==> src/rtl/led_i2c_pkg.sv <==
package led_i2c_pkg;

  localparam int REG_W   = 8;
  localparam int NUM_FLD = 7;

  localparam logic [7:0] GP_ADDR   = 8'h10;
  localparam logic [7:0] STEP_ADDR = 8'h20;
  localparam logic [3:0] CH_NIB0   = 4'hA;

  // per-channel register kinds
  typedef enum logic [2:0] {
    F_HI    = 3'd0,
    F_LO    = 3'd1,
    F_DLY   = 3'd2,
    F_RISE  = 3'd3,
    F_HHOLD = 3'd4,
    F_FALL  = 3'd5,
    F_LHOLD = 3'd6
  } fld_e;

  typedef enum logic [2:0] {
    ST_IDLE,
    ST_RX,
    ST_ACK,
    ST_TX,
    ST_TXACK,
    ST_SKIP
  } st_e;

  typedef struct packed {
    logic       hit;
    logic       gp;
    logic       step;
    logic [3:0] ch;
    fld_e       fld;
  } dec_t;

  function automatic dec_t decode_addr(input logic [7:0] a, input int num_ch);
    dec_t d;
    d     = '0;
    d.fld = F_HI;
    if (a == GP_ADDR) begin
      d.hit = 1'b1;
      d.gp  = 1'b1;
    end else if (a == STEP_ADDR) begin
      d.hit  = 1'b1;
      d.step = 1'b1;
    end else if (int'(a[7:4]) >= int'(CH_NIB0) &&
                 int'(a[7:4]) <  int'(CH_NIB0) + num_ch) begin
      d.ch  = a[7:4] - CH_NIB0;
      d.hit = 1'b1;
      case (a[3:0])
        4'h9:    d.fld = F_HI;
        4'h8:    d.fld = F_LO;
        4'h1:    d.fld = F_DLY;
        4'h5:    d.fld = F_RISE;
        4'h3:    d.fld = F_HHOLD;
        4'h4:    d.fld = F_FALL;
        4'h2:    d.fld = F_LHOLD;
        default: d.hit = 1'b0;
      endcase
    end
    return d;
  endfunction

  function automatic logic [7:0] fld_default(input fld_e f);
    return (f == F_HI || f == F_LO) ? 8'hE0 : 8'h00;
  endfunction

endpackage

==> src/rtl/i2c_line_sync.sv <==
module i2c_line_sync #(
  parameter int STAGES = 2
) (
  input  logic clk,
  input  logic rst,
  input  logic scl_i,
  input  logic sda_i,
  output logic scl_s,
  output logic sda_s,
  output logic scl_rise,
  output logic scl_fall,
  output logic start_p,
  output logic stop_p
);

  logic [STAGES-1:0] scl_sh, sda_sh;
  logic              scl_d, sda_d;

  always_ff @(posedge clk) begin
    if (rst) begin
      scl_sh <= '1;
      sda_sh <= '1;
      scl_d  <= 1'b1;
      sda_d  <= 1'b1;
    end else begin
      scl_sh <= {scl_sh[STAGES-2:0], scl_i};
      sda_sh <= {sda_sh[STAGES-2:0], sda_i};
      scl_d  <= scl_sh[STAGES-1];
      sda_d  <= sda_sh[STAGES-1];
    end
  end

  assign scl_s    = scl_sh[STAGES-1];
  assign sda_s    = sda_sh[STAGES-1];
  assign scl_rise = scl_s & ~scl_d;
  assign scl_fall = ~scl_s & scl_d;
  // data edges while the clock stays high
  assign start_p  = scl_s & scl_d & sda_d & ~sda_s;
  assign stop_p   = scl_s & scl_d & ~sda_d & sda_s;

endmodule

==> src/rtl/i2c_target_fsm.sv <==
module i2c_target_fsm
  import led_i2c_pkg::*;
#(
  parameter logic [6:0] ADDR_LO = 7'h18,
  parameter logic [6:0] ADDR_HI = 7'h67
) (
  input  logic       clk,
  input  logic       clr,
  input  logic       addr_sel,
  input  logic       scl_rise,
  input  logic       scl_fall,
  input  logic       sda_s,
  input  logic       start_p,
  input  logic       stop_p,
  input  logic [7:0] rd_data,
  output logic       sda_oe,
  output logic       busy,
  output logic       wr_en,
  output logic [7:0] wr_data,
  output logic [7:0] ptr
);

  localparam logic [1:0] BYTE_DEV = 2'd0;
  localparam logic [1:0] BYTE_PTR = 2'd1;
  localparam logic [1:0] BYTE_DAT = 2'd2;

  st_e        state_q;
  logic [7:0] shift_q;
  logic [3:0] bit_q;
  logic [1:0] byte_q;
  logic       rw_q;
  logic       mack_q;
  logic       sda_oe_q;
  logic       wr_en_q;
  logic [7:0] wr_data_q;
  logic [7:0] ptr_q;
  logic [6:0] dev_addr;

  assign dev_addr = addr_sel ? ADDR_HI : ADDR_LO;

  always_ff @(posedge clk) begin
    if (clr) begin
      state_q   <= ST_IDLE;
      shift_q   <= '0;
      bit_q     <= '0;
      byte_q    <= BYTE_DEV;
      rw_q      <= 1'b0;
      mack_q    <= 1'b1;
      sda_oe_q  <= 1'b0;
      wr_en_q   <= 1'b0;
      wr_data_q <= '0;
      ptr_q     <= '0;
    end else begin
      wr_en_q <= 1'b0;
      if (start_p) begin
        state_q  <= ST_RX;
        bit_q    <= '0;
        byte_q   <= BYTE_DEV;
        rw_q     <= 1'b0;
        sda_oe_q <= 1'b0;
      end else if (stop_p) begin
        state_q  <= ST_IDLE;
        sda_oe_q <= 1'b0;
      end else begin
        case (state_q)
          ST_RX: begin
            if (scl_rise) begin
              shift_q <= {shift_q[6:0], sda_s};
              bit_q   <= bit_q + 4'd1;
            end else if (scl_fall && bit_q == 4'd8) begin
              bit_q <= '0;
              case (byte_q)
                BYTE_DEV: begin
                  if (shift_q[7:1] == dev_addr) begin
                    rw_q     <= shift_q[0];
                    byte_q   <= BYTE_PTR;
                    state_q  <= ST_ACK;
                    sda_oe_q <= 1'b1;
                  end else begin
                    state_q <= ST_SKIP;
                  end
                end
                BYTE_PTR: begin
                  ptr_q    <= shift_q;
                  byte_q   <= BYTE_DAT;
                  state_q  <= ST_ACK;
                  sda_oe_q <= 1'b1;
                end
                default: begin
                  wr_en_q   <= 1'b1;
                  wr_data_q <= shift_q;
                  state_q   <= ST_ACK;
                  sda_oe_q  <= 1'b1;
                end
              endcase
            end
          end
          ST_ACK: begin
            if (scl_fall) begin
              if (rw_q) begin
                state_q  <= ST_TX;
                shift_q  <= rd_data;
                sda_oe_q <= ~rd_data[7];
                bit_q    <= 4'd1;
              end else begin
                state_q  <= ST_RX;
                sda_oe_q <= 1'b0;
              end
            end
          end
          ST_TX: begin
            if (scl_fall) begin
              if (bit_q == 4'd8) begin
                sda_oe_q <= 1'b0;
                state_q  <= ST_TXACK;
              end else begin
                sda_oe_q <= ~shift_q[6];
                shift_q  <= {shift_q[6:0], 1'b0};
                bit_q    <= bit_q + 4'd1;
              end
            end
          end
          ST_TXACK: begin
            if (scl_rise) begin
              mack_q <= sda_s;
            end else if (scl_fall) begin
              if (!mack_q) begin
                state_q  <= ST_TX;
                shift_q  <= rd_data;
                sda_oe_q <= ~rd_data[7];
                bit_q    <= 4'd1;
              end else begin
                state_q <= ST_SKIP;
              end
            end
          end
          default: ;
        endcase
      end
    end
  end

  assign sda_oe  = sda_oe_q;
  assign busy    = (state_q != ST_IDLE);
  assign wr_en   = wr_en_q;
  assign wr_data = wr_data_q;
  assign ptr     = ptr_q;

endmodule

==> src/rtl/led_reg_bank.sv <==
module led_reg_bank
  import led_i2c_pkg::*;
#(
  parameter int NUM_CH = 3,
  localparam int VEC_W = NUM_CH * NUM_FLD * REG_W
) (
  input  logic             clk,
  input  logic             clr,
  input  logic             wr_en,
  input  logic [7:0]       wr_addr,
  input  logic [7:0]       wr_data,
  input  logic [7:0]       rd_addr,
  output logic [7:0]       rd_data,
  output logic [7:0]       gp_q,
  output logic [7:0]       step_q,
  output logic [VEC_W-1:0] fld_vec
);

  dec_t wdec, rdec;

  always_comb wdec = decode_addr(wr_addr, NUM_CH);
  always_comb rdec = decode_addr(rd_addr, NUM_CH);

  always_ff @(posedge clk) begin
    if (clr) begin
      gp_q   <= '0;
      step_q <= '0;
    end else if (wr_en && wdec.hit) begin
      if (wdec.gp)   gp_q   <= wr_data;
      if (wdec.step) step_q <= wr_data;
    end
  end

  for (genvar c = 0; c < NUM_CH; c++) begin : g_ch
    for (genvar f = 0; f < NUM_FLD; f++) begin : g_fld
      logic [7:0] q;
      logic       we;
      assign we = wr_en && wdec.hit && !wdec.gp && !wdec.step &&
                  int'(wdec.ch) == c && int'(wdec.fld) == f;
      always_ff @(posedge clk) begin
        if (clr)     q <= fld_default(fld_e'(f));
        else if (we) q <= wr_data;
      end
      assign fld_vec[(c*NUM_FLD+f)*REG_W +: REG_W] = q;
    end
  end

  always_comb begin
    rd_data = '0;
    if (rdec.hit) begin
      if (rdec.gp)        rd_data = gp_q;
      else if (rdec.step) rd_data = step_q;
      else begin
        for (int c = 0; c < NUM_CH; c++) begin
          for (int f = 0; f < NUM_FLD; f++) begin
            if (int'(rdec.ch) == c && int'(rdec.fld) == f)
              rd_data = fld_vec[(c*NUM_FLD+f)*REG_W +: REG_W];
          end
        end
      end
    end
  end

endmodule

==> src/rtl/led_ctl_i2c_regs.sv <==
module led_ctl_i2c_regs
  import led_i2c_pkg::*;
#(
  parameter int         NUM_CH      = 3,
  parameter int         SYNC_STAGES = 2,
  parameter logic [6:0] ADDR_LO     = 7'h18,
  parameter logic [6:0] ADDR_HI     = 7'h67,
  localparam int        CH_VEC_W    = NUM_CH * REG_W
) (
  input  logic                clk,
  input  logic                rst,
  input  logic                hw_en_n,
  input  logic                addr_sel,
  input  logic                scl_i,
  input  logic                sda_i,
  output logic                sda_oe,
  output logic [7:0]          gp_ctrl,
  output logic [7:0]          step_ctrl,
  output logic [CH_VEC_W-1:0] ch_level_hi,
  output logic [CH_VEC_W-1:0] ch_level_lo,
  output logic [CH_VEC_W-1:0] ch_delay,
  output logic [CH_VEC_W-1:0] ch_rise_step,
  output logic [CH_VEC_W-1:0] ch_hold_hi,
  output logic [CH_VEC_W-1:0] ch_fall_step,
  output logic [CH_VEC_W-1:0] ch_hold_lo
);

  localparam int VEC_W = NUM_CH * NUM_FLD * REG_W;

  logic             clr;
  logic             scl_s, sda_s, scl_rise, scl_fall, start_p, stop_p;
  logic             busy, wr_en;
  logic [7:0]       wr_data, ptr, rd_data;
  logic [VEC_W-1:0] fld_vec;

  assign clr = rst | ~hw_en_n;

  i2c_line_sync #(.STAGES(SYNC_STAGES)) u_sync (
    .clk      (clk),
    .rst      (rst),
    .scl_i    (scl_i),
    .sda_i    (sda_i),
    .scl_s    (scl_s),
    .sda_s    (sda_s),
    .scl_rise (scl_rise),
    .scl_fall (scl_fall),
    .start_p  (start_p),
    .stop_p   (stop_p)
  );

  i2c_target_fsm #(.ADDR_LO(ADDR_LO), .ADDR_HI(ADDR_HI)) u_fsm (
    .clk      (clk),
    .clr      (clr),
    .addr_sel (addr_sel),
    .scl_rise (scl_rise),
    .scl_fall (scl_fall),
    .sda_s    (sda_s),
    .start_p  (start_p),
    .stop_p   (stop_p),
    .rd_data  (rd_data),
    .sda_oe   (sda_oe),
    .busy     (busy),
    .wr_en    (wr_en),
    .wr_data  (wr_data),
    .ptr      (ptr)
  );

  led_reg_bank #(.NUM_CH(NUM_CH)) u_bank (
    .clk     (clk),
    .clr     (clr),
    .wr_en   (wr_en),
    .wr_addr (ptr),
    .wr_data (wr_data),
    .rd_addr (ptr),
    .rd_data (rd_data),
    .gp_q    (gp_ctrl),
    .step_q  (step_ctrl),
    .fld_vec (fld_vec)
  );

  for (genvar c = 0; c < NUM_CH; c++) begin : g_out
    localparam int B = c * NUM_FLD;
    assign ch_level_hi [c*REG_W +: REG_W] = fld_vec[(B+int'(F_HI))   *REG_W +: REG_W];
    assign ch_level_lo [c*REG_W +: REG_W] = fld_vec[(B+int'(F_LO))   *REG_W +: REG_W];
    assign ch_delay    [c*REG_W +: REG_W] = fld_vec[(B+int'(F_DLY))  *REG_W +: REG_W];
    assign ch_rise_step[c*REG_W +: REG_W] = fld_vec[(B+int'(F_RISE)) *REG_W +: REG_W];
    assign ch_hold_hi  [c*REG_W +: REG_W] = fld_vec[(B+int'(F_HHOLD))*REG_W +: REG_W];
    assign ch_fall_step[c*REG_W +: REG_W] = fld_vec[(B+int'(F_FALL)) *REG_W +: REG_W];
    assign ch_hold_lo  [c*REG_W +: REG_W] = fld_vec[(B+int'(F_LHOLD))*REG_W +: REG_W];
  end

endmodule

==> config.mk <==
export PLATFORM = sky130hd
export DESIGN_NAME = led_ctl_i2c_regs
export DESIGN_NICKNAME = d
export VERILOG_FILES = /design/src/rtl/led_i2c_pkg.sv /design/src/rtl/i2c_line_sync.sv /design/src/rtl/i2c_target_fsm.sv /design/src/rtl/led_reg_bank.sv /design/src/rtl/led_ctl_i2c_regs.sv
export SDC_FILE = /design/constraint.sdc
export NUM_CORES = 1
export LEC_CHECK = 0
export BUFFER_PORTS_ARGS = -buffer_cell sky130_fd_sc_hd__buf_4
export CAP_MARGIN = 20
export CORE_MARGIN = 1.5
export CORE_UTILIZATION = 45
export DETAILED_ROUTE_END_ITERATION = 10
export HOLD_SLACK_MARGIN = 0.02
export PLACE_DENSITY = 0.73
export SETUP_SLACK_MARGIN = 0.4
export SYNTH_ARGS = -nofsm -noshare
export SYNTH_HDL_FRONTEND = slang
export SYNTH_HIERARCHICAL = 1
export SYNTH_SLANG_ARGS = --single-unit
==> constraint.sdc <==
create_clock -name clk -period 7.3 [get_ports clk]
set_input_delay 0.365 -clock clk [delete_from_list [all_inputs] [get_ports clk]]
set_output_delay 0.365 -clock clk [all_outputs]
set_load 0.02 [all_outputs]
==> flow_summary.json, run 1 <==
{
  "grt-busiest-layer": "met2",
  "status": "complete, no violations",
  "gp_congestion": 1.05,
  "syn-cell-area_um2": 11500,
  "worstMarginPinSlew_ns": 1.18,
  "power_frac_clock": 0.490,
  "grt_max_degree": 104,
  "stdcell_count": 1827,
  "num_vias": 11500,
  "comb_power_share": 0.014,
  "synth_nets": 1359,
  "area_growth_pct": 20.0,
  "ys.warnings.count": 6,
  "drc": 0,
  "wirelength_um": 44200,
  "cp_slowest_cell": "a211oi_4",
  "critPathRequiredTime_ns": 7.71,
  "skew_ns": 0.00839,
  "cts_tree": "done",
  "path_buf_inv": 1,
  "clock_sinks": 227,
  "ir_worst_vdd_mv": 0.151,
  "path_max_fanout": 52,
  "grt_pass1_vias": 10300,
  "io_pins": 191,
  "slew-limit-headroom": 0.211,
  "coreArea_um2": 25200,
  "post-place-cells": 1780,
  "crit_path_cell_trace": "buf_4 > nor2_1 > a211oi_4 > a211oi_2 > nor3_1 > o31ai_1 > a41oi_1 > a211oi_1 > o31ai_1 > mux2i_1",
  "slowest_delay_ns": 0.80,
  "cp-end-kind": "flop",
  "p_leak_nw": 5.74,
  "clock_latency_ns": 0.53,
  "routedWlPerCell_um": 24.2,
  "post_cts_resized": 0,
  "firstDrtPassIters": 6,
  "dp_hpwl_um": 31300,
  "grt_antenna_before_repair": 1,
  "avgSynthCellArea_um2": 8.55,
  "power_density_nw_per_um2": 181,
  "initialDrtViolationCount": 1481,
  "totalPowerFinal_w": 0.00251,
  "cp_common_cell": "o31ai_1",
  "critPathArrivalTime_ns": 3.81,
  "clock_path_buffers": 3,
  "rsz0062_at_grt": "no",
  "grt_use_met3": 0.0498,
  "slew_violations": 0,
  "initial_core_util": 0.458,
  "finalHoldViolations": 0,
  "clk_pin_slew_ns": 0.06,
  "gr-total-overflow": 0,
  "cts_made_buffers": 25,
  "fin_crit_sh": 0.466,
  "ant_nets": 0,
  "place_ws_ns": 3.84,
  "p_sw_frac": 0.214,
  "cts_root_buf": "clkbuf_16",
  "tns_ns": 0,
  "synth_cells": 1349,
  "hold_path_class": "in -> reg",
  "worst_slack_ns": 3.90,
  "maxCapViolCount": 0,
  "whs_ns": 0.0646,
  "grt_use_met2": 0.498,
  "period_needed_ns": 3.40,
  "nets": 1490,
  "startpoint_type": "flop",
  "die_w_um": 163,
  "die_area_um2": 26600,
  "power.switching_w": 0.000536,
  "drive_above_1_share": 0.201,
  "fp.dieH_um": 163,
  "seqPwrFrac": 0.495,
  "crit_family": "compound AO/OA/AOI/OAI gates",
  "rows": 58,
  "intPower_w": 0.00197,
  "worstSetupPathType": "reg -> reg",
  "cts_max_level": 1,
  "grt.met1_usage": 0.463,
  "grt_pass1_wl_um": 65600,
  "via_per_inst": 6.32,
  "portBuffers": 190,
  "clock.fmax_mhz": 294,
  "grt_use_total": 0.323,
  "setup_viol": 0
}
per-layer routing:
layer	share of wire	vias up
li1	-	5133
met1	0.42	5574
met2	0.45	724
met3	0.099	110
met4	0.031	0
met5	0	-
state kept, by name (all words and copies together) (netlist names):
register	flops
u_fsm/sda_oe	1
u_sync/sda_d	1
u_sync/scl_d	1
u_fsm/rw_q	1
u_fsm/ptr	8
u_fsm/wr_en	1
u_bank/g_ch.g_fld.q	168
u_fsm/state_q	3
u_bank/step_q	8
u_sync/scl_sh	2
u_fsm/byte_q	2
u_fsm/mack_q	1
u_sync/sda_sh	2
u_bank/gp_q	8
u_fsm/bit_q	4
u_fsm/wr_data	8
u_fsm/shift_q	8
worst register-to-register path, cell delays in order (launching register included):
cell and delay, ns:
dfxtp_2 0.31, buf_4 0.47, nor2_1 0.33, a211oi_4 0.80
a211oi_2 0.29, nor3_1 0.25, o31ai_1 0.10, a41oi_1 0.36
a211oi_1 0.08, o31ai_1 0.21, mux2i_1 0.09
stage by stage:
| stage | util | area [um2] |
|---|---|---|
| finish | 0.550 | 13800 |
| global route | 0.550 | 13800 |
| CTS | 0.549 | 13800 |
| detailed placement | 0.517 | 13000 |
| global placement | 0.517 | 13000 |
| floorplan | - | 11500 |
power by group through the flow:
stage / sequential [W] / combinational (W) / clock, W
floorplan: 0.00127 / 0.0000271 / 0
CTS: 0.00124 / 0.0000349 / 0.00124
global route: 0.00124 / 0.0000387 / 0.00129
finish: 0.00124 / 0.0000358 / 0.00123
global placement: 0.00127 / 0.0000338 / 0
detailed placement: 0.00127 / 0.0000340 / 0
worst paths after layout:
| check | startpoint | end | slack (ns) | cells past startpoint |
|---|---|---|---|---|
| worst max register to register | u_fsm/ptr[1] | u_fsm/sda_oe | 3.90 | 10 |
| worst min register to register | u_sync/scl_sh[0] | u_sync/scl_sh[1] | 0.41 | 1 |
| worst max-delay path | u_fsm/ptr[1] | u_fsm/sda_oe | 3.90 | 10 |
| worst min-delay path | rst | u_sync/sda_d | 0.06 | 2 |
final cells by class:
type	instances	area (um2)
Tap cell	330	413
Antenna cell	1	2.50
Timing Repair Buffer	214	1610
Fill cell	2305	11300
Inverter	25	93.8
Multi-Input combinational cell	987	6390
Clock inverter	7	98.8
Clock buffer	36	687
Sequential cell	227	4550
cell usage in the layout (no fill, tap or decap), types with 5 or more instances in the layout:
cell type	n
nand3b_1	10
and2_1	5
inv_1	24
nand2_2	5
nand2b_1	11
nor3_1	24
nor4_1	5
clkbuf_1	9
or4_1	6
nand2_1	102
o21bai_1	6
mux2i_1	150
a22oi_1	21
a32o_1	5
or2_2	5
a21oi_1	98
nor2_1	190
nand4_1	7
o21ai_0	74
nand4_4	7
dfxtp_1	225
nand3_1	24
clkbuf_16	25
o2111ai_1	6
a22o_1	7
nor2b_1	19
a211oi_1	14
buf_4	212
o22ai_1	21
a221oi_1	11
a32oi_1	8
o21ai_1	18
or2_1	6
nor3b_1	11
a31oi_1	11
a21o_1	6
and3_1	6
repair_timing:
item,in CTS,in global routing
hold endpoints to repair,2,0
hold buffers,2,0
buffers inserted,0,0
Power figures use the tool's default switching activity.
==> inputs of run 2 (changes only) <==
clock period = 3.48 ns   (was 7.3 ns; I/O delays follow)
==> flow_summary.json, run 2 (same netlist as run 1, synthesis figures left out) <==
{
  "skew_ns": 0.0155,
  "worstMarginPinSlew_ns": 1.12,
  "power_density_nw_per_um2": 388,
  "fin_crit_sh": 0.863,
  "cts_made_buffers": 24,
  "gp_congestion": 1.03,
  "cts_root_buf": "clkbuf_16",
  "dp_hpwl_um": 32300,
  "clock_path_buffers": 3,
  "portBuffers": 190,
  "whs_ns": 0.252,
  "drive_above_1_share": 0.226,
  "initial_core_util": 0.458,
  "fp.dieH_um": 163,
  "critPathRequiredTime_ns": 3.85,
  "clock.fmax_mhz": 333,
  "ir_worst_vdd_mv": 0.425,
  "status": "complete, no violations",
  "rsz0062_at_grt": "yes",
  "totalPowerFinal_w": 0.00553,
  "worst-r2r-cell-count": 10,
  "coreArea_um2": 25200,
  "grt_antenna_before_repair": 0,
  "drc": 0,
  "worstSetupPathType": "reg -> reg",
  "cp_slowest_cell": "nor4bb_1",
  "worst_slack_ns": 0.476,
  "tns_ns": 0,
  "clock_sinks": 227,
  "regMostFlops": "u_bank/g_ch.g_fld.q",
  "fill_cells": 2232,
  "die_w_um": 163,
  "critPathArrivalTime_ns": 3.37,
  "slowest_delay_ns": 0.55,
  "largest_reg_flops": 168,
  "nets": 1525,
  "r2r_slack_ns": 0.48,
  "path_max_fanout": 7,
  "ff_latch_area_um2": 4550,
  "gr-total-overflow": 0,
  "diodes": 0,
  "wirelength_um": 44700,
  "cp-end-kind": "flop",
  "num_vias": 11600,
  "crit_path_cell_trace": "inv_1 > ha_1 > nor4bb_1 > nand3_2 > o21ai_0 > nor3_1 > o221ai_1 > a41oi_1 > mux2i_1 > a211oi_1",
  "finalHoldViolations": 0,
  "p_leak_nw": 5.99,
  "clock_latency_ns": 0.53,
  "grt_max_degree": 101,
  "slew-limit-headroom": 0.241,
  "firstDrtPassIters": 8,
  "cts_max_level": 1,
  "clk_pin_slew_ns": 0.07,
  "grt_pass1_vias": 10500,
  "cts_tree": "done",
  "place_ws_ns": 0.307,
  "mostFrequentLayoutCells": "243 x buf_4, 223 x dfxtp_1, 190 x nor2_1, 150 x mux2i_1, 102 x nand2_1",
  "initialDrtViolationCount": 1525,
  "grt_use_total": 0.326,
  "routedWlPerCell_um": 24.0,
  "setup_viol": 0,
  "die_area_um2": 26600,
  "rows": 58,
  "period_needed_ns": 3.00,
  "startpoint_type": "flop",
  "via_per_inst": 6.21,
  "final_common_cell": "buf_4",
  "area_growth_pct": 23.6,
  "hold_depth": 6,
  "ant_nets": 0,
  "multiInputGateArea_um2": 6410,
  "grt_pass1_wl_um": 65900,
  "slew_violations": 0,
  "hold_path_class": "in -> reg",
  "io_pins": 191,
  "maxCapViolCount": 0
}
## run 2: cell count changes in the layout (fill, tap and decap cells not counted), moves of 2 or more
cell,change
dlygate4sd3_1,+3
buf_4,+31
dfxtp_2,+2
clkbuf_1,-7
buf_12,+2
clkinv_2,+6
clkbuf_8,+2
dfxtp_1,-2
bufinv_16,+3
## run 2: routing by layer
metal | GRT usage | share of wire | wire length (um) | up-vias
li1 | - | - | - | 5187
met5 | 0 | 0 | 0 | -
met2 | 0.486 | 0.44 | 19500 | 724
met3 | 0.0571 | 0.097 | 4340 | 129
met1 | 0.464 | 0.43 | 19000 | 5527
met4 | 0.131 | 0.042 | 1860 | 0
## run 2: path summary, 6_finish.rpt
check	from	end
worst max-delay path	u_fsm/ptr[6]	u_fsm/shift_q[6]
worst min-delay path	addr_sel	u_fsm/rw_q
worst max register to register	u_fsm/ptr[6]	u_fsm/shift_q[6]
worst min register to register	u_sync/scl_sh[0]	u_sync/scl_sh[1]
## run 2: worst max-delay path, delay by kind of cell (launching register included)
kind	cells	cell delay (ns)
AO/OA/AOI/OAI	4	1.00
AND/OR/NAND/NOR	3	0.92
flip-flops	1	0.33
adder cells (fa/ha/maj)	1	0.30
multiplexers	1	0.22
buffers and inverters	1	0.06
## run 2: power by group
group / internal [W] / leakage, nW / switching, W / total (W)
clock network: 0.00176 / 0.441 / 0.00108 / 0.00285
logic: 0.0000231 / 3.72 / 0.0000574 / 0.0000805
registers: 0.00260 / 1.83 / 0.00000533 / 0.00261
total: 0.00439 / 5.99 / 0.00115 / 0.00553
## run 2: per-stage QoR
stage	utilization	cell area, um2	cells
after CTS	0.565	14200	1861
after detailed placement	0.528	13300	1812
after global placement	0.528	13300	1812
final	0.566	14300	1863
after floorplan	-	11500	1349
after global routing	0.566	14300	1863
## run 2: final cells by class
| type | count | share of cell area |
|---|---|---|
| clock buffer | 31 | 0.0483 |
| clock inverter | 13 | 0.0136 |
| inverter | 25 | 0.00658 |
| multi-input combinational | 987 | 0.449 |
| sequential | 227 | 0.319 |
| tap | 330 | 0.0290 |
| timing repair buffer | 250 | 0.134 |
## run 2: timing repair
item,CTS,global route
hold endpoints to repair,6,0
resized for setup,1,6
hold buffers,5,0
pin swaps,0,1
setup buffers,0,2
setup endpoints to repair,2,32
==> inputs of run 3 (changes only) <==
CORE_ASPECT_RATIO = 1.75   (was default)
==> flow_summary.json, run 3 (same netlist as run 1, synthesis figures left out) <==
{
  "coreArea_um2": 25200,
  "firstDrtPassIters": 7,
  "critPathArrivalTime_ns": 3.44,
  "ant_nets": 0,
  "cp-end-kind": "flop",
  "drive_above_1_share": 0.226,
  "whs_ns": 0.0672,
  "ir_worst_vdd_mv": 0.298,
  "cp_slowest_cell": "dfxtp_2",
  "fin_crit_sh": 0.865,
  "final_common_cell": "buf_4",
  "nets": 1531,
  "grt_antenna_before_repair": 0,
  "largest_reg_flops": 168,
  "area_growth_pct": 22.6,
  "gr-total-overflow": 0,
  "clk_pin_slew_ns": 0.07,
  "p_leak_nw": 5.95,
  "fp.dieH_um": 215,
  "maxCapViolCount": 0,
  "wirelength_um": 46300,
  "period_needed_ns": 3.01,
  "clock_sinks": 227,
  "grt_use_total": 0.338,
  "power_density_nw_per_um2": 362,
  "cts_root_buf": "clkbuf_16",
  "cp.depth": 9,
  "cts_tree": "done",
  "cts_max_level": 1,
  "slew-limit-headroom": 0.451,
  "grt_pass1_vias": 11200,
  "routedWlPerCell_um": 25.0,
  "path_buf_inv": 2,
  "diodes": 0,
  "via_per_inst": 6.25,
  "gp_congestion": 1.10,
  "initial_core_util": 0.457,
  "fill_cells": 2341,
  "io_pins": 191,
  "worstSetupPathType": "reg -> reg",
  "die_area_um2": 26600,
  "totalPowerFinal_w": 0.00512,
  "regMostFlops": "u_bank/g_ch.g_fld.q",
  "initialDrtViolationCount": 1232,
  "clock.fmax_mhz": 332,
  "portBuffers": 190,
  "rows": 77,
  "setup_viol": 0,
  "grt_pass1_wl_um": 67400,
  "slew_violations": 0,
  "rsz0062_at_grt": "no",
  "worst-r2r-cell-count": 9,
  "status": "complete, no violations",
  "crit_path_cell_trace": "inv_1 > buf_4 > nor4_1 > a221o_1 > a221oi_1 > o21ai_0 > o311a_1 > a22oi_1 > a211oi_1",
  "hold_depth": 3,
  "drc": 0,
  "slowest_delay_ns": 0.68,
  "num_vias": 11600,
  "skew_ns": 0.0162,
  "cts_made_buffers": 22,
  "hold_path_class": "in -> reg",
  "cts_setup_buffers": 0,
  "dp_hpwl_um": 34100,
  "path_max_fanout": 23,
  "tns_ns": 0,
  "crit_family": "compound AO/OA/AOI/OAI gates",
  "clock_path_buffers": 3,
  "clock_latency_ns": 0.53,
  "mostFrequentLayoutCells": "250 x buf_4, 224 x dfxtp_1, 190 x nor2_1, 150 x mux2i_1, 102 x nand2_1",
  "critPathRequiredTime_ns": 3.91,
  "worstMarginPinSlew_ns": 0.822,
  "grt_max_degree": 128,
  "startpoint_type": "flop",
  "die_w_um": 124,
  "finalHoldViolations": 0
}
run 3: cell count changes in the layout (fill, tap and decap cells not counted), moves of 2 or more:
cell        previous run  this run
clkbuf_8               4         6
clkinv_2               7         3
buf_4                243       250
inv_6                  0         4
bufinv_16              5         0
clkbuf_16             25        23
clkinvlp_4             0         3
run 3: per-stage QoR:
step	area [um2]	cells	worst slack, ns	utilization
floorplan	11500	1349	0.696	-
finish	14100	1853	0.471	0.560
global placement	13300	1807	0.609	0.529
detailed placement	13300	1807	0.562	0.529
global route	14100	1853	0.414	0.560
CTS	14100	1852	0.537	0.560
run 3: routing by layer:
layer | share of wire | up-vias | track usage | wire length [um]
met5 | 0 | - | 0 | 0
met4 | 0.087 | 0 | 0.263 | 4050
met3 | 0.075 | 209 | 0.0536 | 3490
met2 | 0.49 | 686 | 0.563 | 22500
met1 | 0.35 | 5479 | 0.375 | 16200
li1 | - | 5199 | - | -
run 3: layout make-up:
class / count / area (um2) / area share
Inverter: 25 / 93.8 / 0.00664
Multi-Input combinational cell: 987 / 6390 / 0.452
Tap cell: 316 / 395 / 0.0280
Sequential cell: 227 / 4550 / 0.322
Clock buffer: 30 / 662 / 0.0468
Timing Repair Buffer: 258 / 1980 / 0.140
Clock inverter: 10 / 72.6 / 0.00513
run 3: report_power, final:
group | total, W | internal (W) | switching (W)
clock | 0.00243 | 0.00135 | 0.00108
combinational | 0.0000812 | 0.0000231 | 0.0000582
sequential | 0.00261 | 0.00260 | 0.00000600
total | 0.00512 | 0.00397 | 0.00115
run 3: timing repair:
item / 4_1_cts / 5_1_grt
resized for setup: 0 / 1
hold buffers: 5 / 0
hold endpoints to repair: 6 / 0
endpoints found under the setup margin: 0 / 4
run 3: worst paths after layout:
kind                                       start                to  slack, ns
worst max register to register      u_fsm/ptr[0]  u_fsm/shift_q[0]       0.47
worst min register to register  u_sync/sda_sh[0]  u_sync/sda_sh[1]       0.41
worst max-delay path                u_fsm/ptr[0]  u_fsm/shift_q[0]       0.47
worst min-delay path                     hw_en_n    u_bank/gp_q[1]       0.07
run 3: worst register-to-register path: stages (launching register included):
cell and delay (ns):
dfxtp_2 0.68, inv_1 0.15, buf_4 0.23, nor4_1 0.67, a221o_1 0.21, a221oi_1 0.06, o21ai_0 0.37, o311a_1 0.23
a22oi_1 0.09, a211oi_1 0.23
